`src/rtl/asid_tlb_pkg.sv`:
```
package asid_tlb_pkg;

    localparam int VA_W       = 32;
    localparam int PAGE_SHIFT = 12;
    localparam int VPN_W      = VA_W - PAGE_SHIFT;
    localparam int TAG_G_BIT  = 11;
    localparam int TAG_V_BIT  = 10;
    localparam int PID_MAX_W  = 10;

    localparam int PERM_R = 0;
    localparam int PERM_W = 1;
    localparam int PERM_X = 2;

    typedef enum logic [1:0] {
        ACC_LOAD  = 2'd0,
        ACC_STORE = 2'd1,
        ACC_FETCH = 2'd2,
        ACC_ALT   = 2'd3
    } acc_e;

    // Returns 1 when the permission set allows the access type.
    function automatic logic perm_allows(input logic [1:0] acc, input logic [2:0] perm);
        case (acc_e'(acc))
            ACC_STORE: perm_allows = perm[PERM_W];
            ACC_FETCH: perm_allows = perm[PERM_X];
            default:   perm_allows = perm[PERM_R];
        endcase
    endfunction

endpackage

```
`src/rtl/asid_tlb_way.sv`:
```
module asid_tlb_way #(
    parameter int SETS   = 8,
    parameter int DATA_W = 23,
    localparam int IDX_W = $clog2(SETS)
) (
    input  logic              clk,
    input  logic              rst_n,
    input  logic              wr_en,
    input  logic [IDX_W-1:0]  wr_idx,
    input  logic [31:0]       wr_tag,
    input  logic [DATA_W-1:0] wr_data,
    input  logic [IDX_W-1:0]  rd_idx,
    output logic [31:0]       rd_tag,
    output logic [DATA_W-1:0] rd_data
);

    logic [31:0]       tag_q  [SETS];
    logic [31:0]       tag_d  [SETS];
    logic [DATA_W-1:0] data_q [SETS];
    logic [DATA_W-1:0] data_d [SETS];

    always_comb begin
        tag_d  = tag_q;
        data_d = data_q;
        if (wr_en) begin
            tag_d[wr_idx]  = wr_tag;
            data_d[wr_idx] = wr_data;
        end
    end

    always_ff @(posedge clk) begin
        if (!rst_n) begin
            for (int s = 0; s < SETS; s++) begin
                tag_q[s]  <= '0;
                data_q[s] <= '0;
            end
        end else begin
            tag_q  <= tag_d;
            data_q <= data_d;
        end
    end

    assign rd_tag  = tag_q[rd_idx];
    assign rd_data = data_q[rd_idx];

endmodule

```
`src/rtl/asid_tlb_match.sv`:
```
module asid_tlb_match
    import asid_tlb_pkg::*;
#(
    parameter int PID_W = 8
) (
    input  logic [31:0]      tag,
    input  logic [VPN_W-1:0] lk_vpn,
    input  logic [PID_W-1:0] lk_pid,
    output logic             match
);

    logic vpn_eq;
    logic pid_ok;

    always_comb begin
        vpn_eq = (tag[31:PAGE_SHIFT] == lk_vpn);
        pid_ok = tag[TAG_G_BIT] || (tag[PID_W-1:0] == lk_pid);
        match  = tag[TAG_V_BIT] && vpn_eq && pid_ok;
    end

endmodule

```
`src/rtl/asid_tlb_pick.sv`:
```
module asid_tlb_pick #(
    parameter int WAYS   = 2,
    parameter int DATA_W = 23
) (
    input  logic [WAYS-1:0]              hit_vec,
    input  logic [WAYS-1:0][DATA_W-1:0]  data_vec,
    output logic                         any_hit,
    output logic [DATA_W-1:0]            pick_data
);

    always_comb begin
        pick_data = '0;
        for (int w = WAYS - 1; w >= 0; w--) begin
            if (hit_vec[w]) pick_data = data_vec[w];
        end
        any_hit = |hit_vec;
    end

endmodule

```
`src/rtl/asid_tlb.sv`:
```
module asid_tlb
    import asid_tlb_pkg::*;
#(
    parameter int WAYS    = 2,
    parameter int ENTRIES = 16,
    parameter int PID_W   = 8,
    parameter int PFN_W   = 20,
    localparam int SETS   = ENTRIES / WAYS,
    localparam int IDX_W  = $clog2(SETS),
    localparam int WAY_W  = $clog2(WAYS),
    localparam int DATA_W = PFN_W + 3,
    localparam int PA_W   = PFN_W + PAGE_SHIFT
) (
    input  logic              clk,
    input  logic              rst_n,
    input  logic              wr_en,
    input  logic [WAY_W-1:0]  wr_way,
    input  logic [VPN_W-1:0]  wr_vpn,
    input  logic [PID_W-1:0]  wr_pid,
    input  logic              wr_global,
    input  logic              wr_valid,
    input  logic [PFN_W-1:0]  wr_pfn,
    input  logic [2:0]        wr_perm,
    input  logic              lk_valid,
    input  logic [VA_W-1:0]   lk_vaddr,
    input  logic [PID_W-1:0]  lk_pid,
    input  logic [1:0]        lk_acc,
    output logic              rsp_valid,
    output logic              rsp_hit,
    output logic [PA_W-1:0]   rsp_paddr,
    output logic [2:0]        rsp_perm,
    output logic              rsp_deny
);

    typedef struct packed {
        logic            valid;
        logic            hit;
        logic            deny;
        logic [2:0]      perm;
        logic [PA_W-1:0] paddr;
    } rsp_t;

    rsp_t rsp_d, rsp_q;

    logic [31:0]                     new_tag;
    logic [DATA_W-1:0]               new_data;
    logic [VPN_W-1:0]                lk_vpn;
    logic [IDX_W-1:0]                lk_idx;
    logic [IDX_W-1:0]                wr_idx;
    logic [WAYS-1:0]                 hit_vec;
    logic [WAYS-1:0][DATA_W-1:0]     data_vec;
    logic                            any_hit;
    logic [DATA_W-1:0]               pick_data;

    always_comb begin
        new_tag                     = '0;
        new_tag[31:PAGE_SHIFT]      = wr_vpn;
        new_tag[TAG_G_BIT]          = wr_global;
        new_tag[TAG_V_BIT]          = wr_valid;
        new_tag[PID_W-1:0]          = wr_pid;
        new_data                    = {wr_pfn, wr_perm};
        wr_idx                      = wr_vpn[IDX_W-1:0];
        lk_vpn                      = lk_vaddr[VA_W-1:PAGE_SHIFT];
        lk_idx                      = lk_vpn[IDX_W-1:0];
    end

    for (genvar g = 0; g < WAYS; g++) begin : g_way
        logic [31:0] rd_tag;

        asid_tlb_way #(
            .SETS   (SETS),
            .DATA_W (DATA_W)
        ) u_store (
            .clk     (clk),
            .rst_n   (rst_n),
            .wr_en   (wr_en && (wr_way == WAY_W'(g))),
            .wr_idx  (wr_idx),
            .wr_tag  (new_tag),
            .wr_data (new_data),
            .rd_idx  (lk_idx),
            .rd_tag  (rd_tag),
            .rd_data (data_vec[g])
        );

        asid_tlb_match #(
            .PID_W (PID_W)
        ) u_match (
            .tag    (rd_tag),
            .lk_vpn (lk_vpn),
            .lk_pid (lk_pid),
            .match  (hit_vec[g])
        );
    end

    asid_tlb_pick #(
        .WAYS   (WAYS),
        .DATA_W (DATA_W)
    ) u_pick (
        .hit_vec   (hit_vec),
        .data_vec  (data_vec),
        .any_hit   (any_hit),
        .pick_data (pick_data)
    );

    always_comb begin
        rsp_d       = '0;
        rsp_d.valid = lk_valid;
        if (lk_valid && any_hit) begin
            rsp_d.hit   = 1'b1;
            rsp_d.perm  = pick_data[2:0];
            rsp_d.paddr = {pick_data[DATA_W-1:3], {PAGE_SHIFT{1'b0}}};
            rsp_d.deny  = !perm_allows(lk_acc, pick_data[2:0]);
        end
    end

    always_ff @(posedge clk) begin
        if (!rst_n) rsp_q <= '0;
        else        rsp_q <= rsp_d;
    end

    assign rsp_valid = rsp_q.valid;
    assign rsp_hit   = rsp_q.hit;
    assign rsp_paddr = rsp_q.paddr;
    assign rsp_perm  = rsp_q.perm;
    assign rsp_deny  = rsp_q.deny;

endmodule

```
`config.mk`:
```
export PLATFORM = sky130hd
export DESIGN_NAME = asid_tlb
export DESIGN_NICKNAME = d
export VERILOG_FILES = /design/src/rtl/asid_tlb_pkg.sv /design/src/rtl/asid_tlb_way.sv /design/src/rtl/asid_tlb_match.sv /design/src/rtl/asid_tlb_pick.sv /design/src/rtl/asid_tlb.sv
export SDC_FILE = /design/constraint.sdc
export NUM_CORES = 2
export LEC_CHECK = 0
export ABC_AREA = 1
export BUFFER_PORTS_ARGS = -buffer_cell sky130_fd_sc_hd__clkbuf_2
export CAP_MARGIN = 10
export CORE_MARGIN = 2
export CORE_UTILIZATION = 50
export CTS_BUF_LIST = sky130_fd_sc_hd__clkbuf_16
export CTS_CLUSTER_DIAMETER = 150
export DETAILED_ROUTE_END_ITERATION = 7
export PLACE_DENSITY = 0.75
export SLEW_MARGIN = 30
export SYNTH_ARGS = -nofsm -noshare
export SYNTH_HDL_FRONTEND = slang
export SYNTH_SLANG_ARGS = --single-unit
```
`constraint.sdc`:
```
create_clock -name clk -period 6.91 [get_ports clk]
set_clock_uncertainty 0.05 [all_clocks]
set_input_delay 1.0365 -clock clk [delete_from_list [all_inputs] [get_ports clk]]
set_output_delay 1.0365 -clock clk [all_outputs]
set_load 0.005 [all_outputs]
```
=== After elaboration in Yosys (flattened, before gate mapping) ===
Index checks and enable logic that the tools add are counted.

* Magnitude comparators: 3
* Equal/unequal tests: 6
* Mux-type cells: 25
* Bitwise operators: 3
* Reduce and logical (&&, ||, !) cells: 13

{| class="wikitable"
|+ Operator list
! kind !! number
|-
| $bwmux 256 || 2
|-
| $bwmux 184 || 2
|-
| $bmux 32 s3 || 2
|-
| $mux 23 || 7
|-
| $mux 32 || 5
|-
| $bmux 23 s3 || 2
|-
| $demux 32 s3 || 1
|-
| $demux 23 s3 || 1
|-
| $eq 20x20->1 || 2
|-
| $mux 37 || 1
|-
| $eq 8x8->1 || 2
|-
| $ge 4x4->1 const B || 2
|-
| $logic_and 1x1->1 || 8
|-
| $not 3->4 || 2
|-
| $lt 4x1->1 const B || 1
|-
| $eq 2x1->1 const B || 1
|-
| $eq 2x2->1 const B || 1
|-
| $logic_or 1x1->1 || 2
|-
| $pmux 1 s2 || 1
|-
| $reduce_and 2->1 || 1
|-
| $reduce_or 2->1 || 1
|-
| $logic_not 1->1 || 1
|-
| $mux 1 || 1
|-
| $not 1->1 || 1
|}

* Bits in registers: 918
* Input port bits: 100
* Output and inout port bits: 38
* Logic and storage cells: 88

=== Longest topological paths before layout ===
* Word-level depth: 13
* Mapped depth: 20

=== Modules after synthesis ===
A second synthesis with hierarchy kept.

* Cell total of the unflattened synthesis: 7263
* Area total of the unflattened synthesis: 44709.1 um^2

{| class="wikitable"
|+ By module, submodules not included
! module !! times used !! cells an instance !! area an instance (um^2) !! sequential area each (um^2)
|-
| asid_tlb_way || 2 || 3386 || 21081.5 || 8808.4
|-
| asid_tlb_match || 2 || 152 || 588.1 || 0.0
|-
| asid_tlb || 1 || 109 || 970.9 || 520.5
|-
| asid_tlb_pick || 1 || 78 || 399.1 || 0.0
|}

=== Worst setup path before layout ===
OpenSTA, ideal clock, no wires.

* Path type: input to register
* Start: in lk_vaddr[13]
* End: reg rsp_q, in the netlist rsp_paddr[14]
* Library setup time: 119 ps
* Data arrival time: 2789 ps
* Required time: 6741 ps
* Path slack: 3951 ps
* Cell stages on the path: 14
* Cell sequence: buf_4 -> inv_2 -> buf_4 -> buf_4 -> o21ai_1 -> o211ai_1 -> nand2_1 -> nand2_1 -> o211ai_1 -> nor2_2 -> nand3_2 -> clkbuf_1 -> a21oi_1 -> nor3_2

* Word-level cells in the longest chain between the ends: 10
* Elaborated cells on any way between the ends: 28
* Those cells by class: eq/ne (4); mux (14); bitwise (1); reduce/logical (9)

{| class="wikitable"
|+ Ends and longest elaborated chain
! item !! RTL line !! RTL
|-
| start, declared || asid_tlb.sv:25 || <nowiki>input logic [VA_W-1:0] lk_vaddr,</nowiki>
|-
| $not 3->4 (not written as such) || asid_tlb_way.sv:43, asid_tlb_way.sv:44 ||
|-
| $bmux 32 s3 || asid_tlb_way.sv:43 || <nowiki>assign rd_tag = tag_q[rd_idx];</nowiki>
|-
| $mux 32 (not written as such) (2 in series) || asid_tlb_way.sv:43 ||
|-
| $eq 20x20->1 / $eq 8x8->1 (equally long branches) || asid_tlb_match.sv:16, asid_tlb_match.sv:17 ||
|-
| $logic_and 1x1->1 / $logic_or 1x1->1 (equally long branches) || asid_tlb_match.sv:18, asid_tlb_match.sv:17 ||
|-
| $logic_and 1x1->1 || asid_tlb_match.sv:18 || <nowiki>match = tag[TAG_V_BIT] && vpn_eq && pid_ok;</nowiki>
|-
| $reduce_or 2->1 || asid_tlb_pick.sv:16 || <nowiki>any_hit = |hit_vec;</nowiki>
|-
| $logic_and 1x1->1 || asid_tlb.sv:108 || <nowiki>if (lk_valid && any_hit) begin</nowiki>
|-
| $reduce_and 2->1 (no line) || -- ||
|-
| end signal, assigned || asid_tlb.sv:118 || <nowiki>else rsp_q <= rsp_d;</nowiki>
|-
| end, declared || asid_tlb.sv:43 || <nowiki>rsp_t rsp_d, rsp_q;</nowiki>
|}

Parallel ways exist; a longest one is shown, timed or not. The select of a mux whose other input is x is not followed.
A chain may end at the register's enable or synchronous reset.

=== Final worst setup path ===
* Start: in lk_vaddr[12]
* End: reg rsp_q, in the netlist rsp_paddr[21]

The elaborated chain is that of the path after synthesis.

==> metrics.md <==
| Metric | Value |
|---|---|
| Worst r2r src | `g_way[1].u_store.tag_q[39]` |
| Clock slew seen by the registers of the worst setup and hold paths | `0.06 ns` |
| Final setup fails | `0` |
| Kind of critical path | `in -> reg` |
| Clock Power Share | `43.4%` |
| Tcrit/Tclk final | `71.37%` |
| Clk buf depth | `3` |
| Initial antenna violation count | `4` |
| Dominant cell type by area after synthesis | `dfxtp_1` |
| Distinct cells, synth | `36` |
| # nets final | `5444` |
| DRT iter0 DRCs | `4273` |
| # resized after CTS | `0` |
| FP Rows | `101` |
| List of most frequent post-synthesis cells | `nor2_1, o21ai_0, dfxtp_1` |
| Yosys reg bits | `874` |
| Gate power share | `8.4%` |
| Synth area leaders | `dfxtp_1, nor2_1, o21ai_0, nand2_1, a21oi_1` |
| Initial Utilization | `50.41%` |
| Post-Syn Area per Cell | `6.875 um2` |
| CP bufs+invs | `4` |
| RSZ-0062 raised after global routing | `no` |
| Post-DR wirelength/cell | `19.00 um` |
| RePlAce Congestion | `0.8319` |
| CP max FO | `140` |
| Fin cells | `6390` |
| Final worst slack | `1.978 ns` |
| Area Overhead vs Synth | `8.129%` |
| Hold-fix buffers, CTS | `0` |
| Crit-path cells | `buf_8 > clkinv_8 > buf_4 > nand2_1 > nand3_1 > nand3_1 > nand2_1 > xor2_1 > nand3_1 > nor2_1 > nand2_1 > nand2_1 > nand2_2 > clkinv_1 > a21oi_1 > nor3_2` |
| Setup Buffers After CTS | `0` |
| Pwr dens | `260.6 nW/um2` |
| Largest net degree at the start of global routing | `263` |
| Gr ovfl total | `0` |
| CP endpoint kind | `flop` |
| Synth top area share | `45.78%` |
| Crit-path most repeated cell | `nand2_1` |
| First-pass GRT wire length | `187600 um` |
| Fin Setup TNS | `0 ns` |
| Cell family with most CP delay | `buffers and inverters` |
| Run status | `complete, no violations` |
| Post-synth EDFFs | `0` |
| Sw Ratio | `25.66%` |
| Max Clk Rate | `202.8 MHz` |
| Critical path arrival | `5.39 ns` |
| CP startpoint kind | `input port` |
| Leak pwr | `16.99 nW` |
| Pre-CTS WS | `1.528 ns` |
| Async SR Flop Fraction | `0%` |
| Vias in the first global route | `32660` |
| Post-synthesis cell area | `38220 um2` |
| Hold WC Path Type | `reg -> reg` |
| Placed cells | `6227` |
| Worst-Margin Slew | `1.058 ns` |
| Hold Path Origin | `g_way[0].u_store.tag_q[108]` |
| Die width | `280.5 um` |
| Top_reg_cell synth | `dfxtp_1` |
| Num CTS Buffers | `90` |
| Drt drc | `0` |
| Skew-Pair Late Insertion Delay | `0.67 ns` |
| Sw Pwr | `2.764 mW` |
| Die area | `78670 um2` |
| Final wirelength | `121400 um` |
| # IOs | `138` |
| Slew Viols, Final | `0` |
| Internal cell power | `8.007 mW` |
| YS warnings | `0` |
| Reg power frac | `48.1%` |
| Count of input and output buffers | `113` |
| Antenna Violating Nets Remaining | `0` |
| Cells after synthesis | `5559` |
| CTS Sinks | `874` |
| Most frequent cell after synthesis | `nor2_1` |
| Relative slew slack | `29.48%` |
| Min Tclk post-route | `4.932 ns` |
| Highest-delay cell along the critical path | `clkinv_1` |
| Peak supply drop | `0.1728 mV` |
| Vias per inst | `5.699` |
| Max incr delay on CP | `0.81 ns` |
| Sequential area share after synthesis | `45.78%` |
| Max-capacitance violation count | `0` |
| DP HPWL | `62680 um` |
| Total track usage | `30.07%` |
| Crit path required time | `7.36 ns` |
| Die Y | `280.5 um` |
| Crit path from | `lk_vaddr[12]` |
| Core Box Area | `75820 um2` |
| TritonCTS clock tree | `yes` |
| Clock root cell | `clkbuf_16` |
| Final Hold Fails | `0` |
| Vias | `36420` |
| Share of cells above drive strength 1 | `6.470%` |
| CTS H-Tree Depth | `3` |
| TritonRoute pass-1 iters | `8` |
## through the flow
stage / utilization [%] / instance area (um2) / total power [mW] / hold WS (ns)
final: 54.50 / 41330 / 10.77 / 0.3821
after global routing: 54.50 / 41320 / 11.11 / 0.3981
after CTS: 54.44 / 41280 / 10.78 / 0.3830
after detailed placement: 50.78 / 38500 / 6.175 / 0.3741
after global placement: 50.78 / 38500 / 6.161 / 0.3690
after floorplan: - / 38260 / 5.923 / 0.3619
## tightest hold or removal path, stage by stage, from the launching register on
cell and delay (ns):
dfxtp_1 0.31, nand2_1 0.05, nor2_1 0.03
## path summary, 6_finish.rpt
path	to	slack (ns)	depth (start not counted)
setup / recovery	rsp_paddr[21]	1.98	16
hold / removal	g_way[0].u_store.tag_q[108]	0.38	2
setup reg to reg	rsp_paddr[21]	3.66	16
hold reg to reg	g_way[0].u_store.tag_q[108]	0.38	2
## power groups by stage
stage / clock network [mW] / logic (mW) / registers, mW
after floorplan: 0 / 0.637 / 5.29
after global placement: 0 / 0.868 / 5.29
after detailed placement: 0 / 0.880 / 5.30
after CTS: 4.71 / 0.885 / 5.19
after global routing: 4.91 / 1.00 / 5.19
final: 4.68 / 0.908 / 5.19
## cell usage in the layout (no fill, tap or decap), drive strengths merged, types with 6 or more instances in the layout
cell and n:
dfxtp 874, clkbuf 201, nand4 12, conb 12
o21ai 1079, a22oi 7, nand2 501, nor2 1550
inv 345, a32o 16, nor3 33, a21oi 346
o211ai 27, clkinv 39, bufinv 6, nand3 248
buf 53, o221ai 45
## sequential cells by signal (all words and copies together) (netlist names)
signal and cells:
g_way.u_store.tag_q 480, g_way.u_store.data_q 368, rsp_paddr 20, rsp_perm 3
rsp_deny 1, rsp_hit 1, rsp_valid 1
## metal layers
metal	global-route usage, %	vias up	share of wire, %
met5	0	-	0.024
met4	12.92	6	4.0
met3	4.671	304	9.4
met2	47.75	1732	45
met1	40.58	16800	42
li1	-	17570	-
## kinds of logic (layout without fill, tap and decap cells)
kind of cell | after synthesis | after routing | share of synthesized area [%]
XOR/XNOR | 5 | 5 | 0.1146
other | 1 | 14 | 0.009812
flip-flops | 874 | 874 | 45.78
AND/OR/NAND/NOR | 2345 | 2345 | 24.31
buffers and inverters | 807 | 647 | 8.780
AO/OA/AOI/OAI | 1525 | 1525 | 20.94
adder cells (fa/ha/maj) | 2 | 2 | 0.06546
## layout make-up
cell class                 count  area (um2)
sequential                   874       17500
inverter                     324        1236
multi-input combinational   3889       17530
tap                          978        1224
antenna                        2       5.005
fill                        7189       34500
clock buffer                  91        2277
clock inverter                69       501.7
timing repair buffer         163        1059
Power figures use the tool's default switching activity.
